--- src/rtl/mem_barrier_tracker.sv ---
module mem_barrier_tracker #(
  parameter int SEQ_W = 16
) (
  input  logic             clk,
  input  logic             rst_n,
  input  logic             takeover,
  input  logic             ins_valid,
  input  logic             ins_full,
  input  logic [SEQ_W-1:0] ins_seq,
  input  logic             cmp_valid,
  input  logic             cmp_full,
  input  logic [SEQ_W-1:0] cmp_seq,
  input  logic             sq_valid,
  input  logic [SEQ_W-1:0] sq_seq,
  input  logic             q_valid,
  input  logic             q_is_store,
  input  logic [SEQ_W-1:0] q_pred_seq,
  output logic [SEQ_W-1:0] dep_seq
);

  logic             ld_flag, st_flag;
  logic [SEQ_W-1:0] ld_tag, st_tag;

  wire ld_set  = ins_valid && ins_full;
  wire st_set  = ins_valid;
  wire ld_drop = (cmp_valid && cmp_full && (ld_tag == cmp_seq)) ||
                 (sq_valid && (ld_tag > sq_seq));
  wire st_drop = (cmp_valid && (st_tag == cmp_seq)) ||
                 (sq_valid && (st_tag > sq_seq));

  always_ff @(posedge clk or negedge rst_n) begin
    if (!rst_n) begin
      ld_flag <= 1'b0;
      ld_tag  <= '0;
    end else if (takeover) begin
      ld_flag <= 1'b0;
      ld_tag  <= '0;
    end else if (ld_set) begin
      ld_flag <= 1'b1;
      ld_tag  <= ins_seq;
    end else if (ld_drop) begin
      ld_flag <= 1'b0;
    end
  end

  always_ff @(posedge clk or negedge rst_n) begin
    if (!rst_n) begin
      st_flag <= 1'b0;
      st_tag  <= '0;
    end else if (takeover) begin
      st_flag <= 1'b0;
      st_tag  <= '0;
    end else if (st_set) begin
      st_flag <= 1'b1;
      st_tag  <= ins_seq;
    end else if (st_drop) begin
      st_flag <= 1'b0;
    end
  end

  wire             use_tag = q_is_store ? st_flag : ld_flag;
  wire [SEQ_W-1:0] tag_sel = q_is_store ? st_tag  : ld_tag;

  assign dep_seq = !q_valid ? '0 : (use_tag ? tag_sel : q_pred_seq);

endmodule

--- config.mk ---
export PLATFORM = sky130hd
export DESIGN_NAME = mem_barrier_tracker
export DESIGN_NICKNAME = d
export VERILOG_FILES = /design/src/rtl/mem_barrier_tracker.sv
export SDC_FILE = /design/constraint.sdc
export NUM_CORES = 1
export LEC_CHECK = 0
export ABC_CLOCK_PERIOD_IN_PS = 2050
export CAP_MARGIN = 20
export CORE_MARGIN = 4
export CORE_UTILIZATION = 47
export CTS_CLUSTER_SIZE = 24
export DETAILED_ROUTE_END_ITERATION = 8
export PLACE_DENSITY = 0.81
export SLEW_MARGIN = 20
export SYNTH_ARGS = -nofsm -noshare
export SYNTH_HDL_FRONTEND = slang
export SYNTH_SLANG_ARGS = --single-unit
--- constraint.sdc ---
create_clock -name clk -period 2.05 [get_ports clk]
set_input_delay 0.3075 -clock clk [delete_from_list [all_inputs] [get_ports clk]]
set_output_delay 0.3075 -clock clk [all_outputs]
set_load 0.03 [all_outputs]
==> results.json <==
{
  "num_vias": 2770,
  "cp_cell_sequence": "clkdlybuf4s50_1 > inv_1 > ha_1 > nand4_4 > nor4_2 > a21boi_2 > nor4_1 > o221a_1",
  "clkTransAtPathRegs_ns": 0.07,
  "cap_violations": 0,
  "viasPerCell": 5.795,
  "wl_per_cell_um": 18.50,
  "relSlewSlack": 0.6972,
  "yosysSeqAreaShare": 0.2975,
  "design_area_um2": 4005,
  "tightest_slew_ns": 0.4501,
  "critical_path_class": "in2reg",
  "ys_ff_latch": 34,
  "grt_start_max_net_pins": 35,
  "first_pass_iters": 6,
  "post-cts-setup-buffers": 0,
  "syn_area_per_cell_um2": 9.696,
  "drtAntennaViolNets": 0,
  "worst_setup_path_start_kind": "input pin",
  "maxSlewViolCount": 0,
  "path_max_fanout": 2,
  "synthToLayoutAreaGrowth_pct": 40.03,
  "die-height_um": 86.01,
  "clockBufferDepth": 2,
  "die_w_um": 86.01,
  "p_int_mw": 1.303,
  "status": "completed",
  "gp_congestion": 0.9774,
  "switchingPower_uw": 632.2,
  "total_power_mw": 1.935,
  "cp_slowest_cell": "clkdlybuf4s50_1",
  "ys_warn_count": 0,
  "synth_top_area_share": 0.2975,
  "final.setup_skew_ns": 0.002899,
  "power_leakage_nw": 2.068,
  "io_pins": 90,
  "fin_crit_sh": 0.9379,
  "drc": 0,
  "drive_gt1_frac": 0.1290,
  "hold_viol_final": 0,
  "grt_usage": 0.2427,
  "hp-class": "in2async",
  "diodes": 0,
  "syn_area_um2": 2860,
  "clkPwrFrac": 0.243,
  "cts_root_buffer": "clkbuf_8",
  "finalSetupViolations": 0,
  "antenna_found_initial": 0,
  "row_count": 28,
  "synth_nets": 401,
  "grt_first_pass_wirelength_um": 13950,
  "rsz0062_at_grt": "no",
  "cts_tree": "done",
  "cts.sink_count": 34,
  "io_buffers": 89,
  "layout.nets": 509,
  "power_frac_comb": 0.366,
  "slowest_delay_ns": 0.46,
  "switching_share": 0.3268,
  "grt_overflow_total": 0,
  "drt_iter0_drc": 152,
  "syn_inst": 295,
  "clock.fmax_ghz": 0.5201,
  "netlist_top_cells_area": "dfrtp_1, ha_1, mux2i_1",
  "cp-end-kind": "flip-flop",
  "drt_wl_total_um": 8843,
  "cts_max_level": 2,
  "ir_drop_mv": 0.2322,
  "power_density_nw_per_um2": 483.1,
  "synth_cell_types": 38,
  "coreArea_um2": 5921,
  "fin_crit_ns": 1.923,
  "critPathRequiredTime_ns": 2.22,
  "crit_arrival_ns": 2.09,
  "place_area_um2": 3926,
  "clk_latency_ns": 0.28,
  "cts_buffers": 5,
  "p_seq_frac": 0.391,
  "yosys.area.top_type": "dfrtp_1",
  "die-area_um2": 7398,
  "place.detailed.hpwl_um": 6936,
  "grt_pass1_vias": 2815,
  "initial_core_util": 0.4831
}
stage by stage:
| stage | hold slack [ns] | setup TNS (ns) | instances | util | setup WS, ns |
|---|---|---|---|---|---|
| after floorplan | 0.01191 | 0 | 295 | - | 0.3271 |
| after global placement | 0.5444 | -0.9382 | 471 | 0.6631 | -0.1026 |
| after detailed placement | 0.5474 | -1.171 | 471 | 0.6631 | -0.1723 |
| after CTS | 0.4535 | 0 | 478 | 0.6765 | 0.1089 |
| after global routing | 0.4725 | 0 | 478 | 0.6765 | 0.04077 |
| final | 0.4261 | 0 | 478 | 0.6765 | 0.1273 |
registers in the layout (all words and copies together) (netlist names):
name and flops:
st_tag 16, st_flag 1, ld_tag 16, ld_flag 1
layout by cell type (no fill, tap or decap), types with 2 or more instances in the layout:
master / count
a21oi_1: 13
a22o_1: 17
and4_1: 4
buf_4: 41
clkbuf_1: 2
clkbuf_8: 5
clkdlybuf4s50_1: 72
dfrtp_1: 34
ha_1: 32
inv_1: 17
mux2i_1: 31
nand2_1: 24
nand3_1: 8
nand4_1: 5
nor2_1: 18
nor2b_1: 3
nor4_1: 6
o211a_1: 17
o211ai_1: 3
o21ai_0: 2
xnor2_1: 16
xor2_1: 16
power groups by stage:
| stage | logic (mW) | clock network, mW | registers, mW |
|---|---|---|---|
| finish | 0.707 | 0.470 | 0.757 |
| global route | 0.767 | 0.504 | 0.761 |
| CTS | 0.705 | 0.469 | 0.756 |
| detailed placement | 0.698 | 0 | 0.768 |
| floorplan | 0.369 | 0 | 0.751 |
| global placement | 0.682 | 0 | 0.767 |
logic make-up (layout without fill, tap and decap cells):
kind of cell,Yosys count,count (layout),share of synthesized area
mux,32,32,0.1124
flops,34,34,0.2975
simple gates,76,76,0.1391
compound gates,59,59,0.1675
xor+xnor,32,32,0.09798
buf+inv,30,138,0.04549
fa+ha+maj,32,32,0.1400
final cells by class:
class                           instances  area (um2)
Fill cell                             492        1916
Tap cell                               75       93.84
Timing Repair Buffer                  114        1037
Sequential cell                        34       850.8
Multi-Input combinational cell        231        1883
Clock buffer                            7       76.32
Inverter                               17       63.81
cell usage after synthesis, drive strengths merged:
master / count
o211ai: 3
nor4: 7
mux2: 1
a211oi: 1
nor3: 1
and3: 1
nand2b: 1
a21boi: 2
dfrtp: 34
mux2i: 31
nand4: 7
clkbuf: 2
o211a: 17
a21oi: 13
a221o: 1
nor2: 19
nand2: 24
a22o: 17
o221a: 1
o21ai: 2
nand3b: 1
and4: 4
inv: 17
nor2b: 3
xnor2: 16
nand3: 8
xor2: 16
buf: 11
a21o: 1
o31ai: 1
ha: 32
worst paths after layout:
path | startpoint | end | slack [ns] | cells after the start
worst max-delay path | sq_seq[10] | ld_flag$_DFFE_PN0P_ | 0.13 | 8
worst min register to register | ld_tag[0]$_DFFE_PN0P_ | ld_tag[0]$_DFFE_PN0P_ | 0.56 | 1
max in group asynchronous | rst_n | ld_tag[0]$_DFFE_PN0P_ | 1.30 | 2
worst max register to register | ld_tag[9]$_DFFE_PN0P_ | ld_flag$_DFFE_PN0P_ | 0.18 | 6
min in group clk | ld_tag[0]$_DFFE_PN0P_ | ld_tag[0]$_DFFE_PN0P_ | 0.56 | 1
worst min-delay path | rst_n | ld_tag[10]$_DFFE_PN0P_ | 0.43 | 2
timing repair:
item,in CTS,in global routing
gates resized for setup,2,0
setup endpoints to repair,16,1
pin swaps,0,1
hold buffers,0,0
critical path, delay by kind of cell:
family / cells / cell delay (ns)
compound gates: 2 / 0.46
simple gates: 3 / 0.48
buf+inv: 2 / 0.52
fa+ha+maj: 1 / 0.33
per-layer routing:
metal / vias to the layer above / routed length [um] / GRT usage
met2: 134 / 4353 / 0.4212
met5: - / 0 / 0
met3: 19 / 796 / 0.05283
met4: 0 / 157 / 0.06331
met1: 1326 / 3536 / 0.3037
li1: 1291 / - / -
No activity file was read; power rests on OpenSTA's default activity.
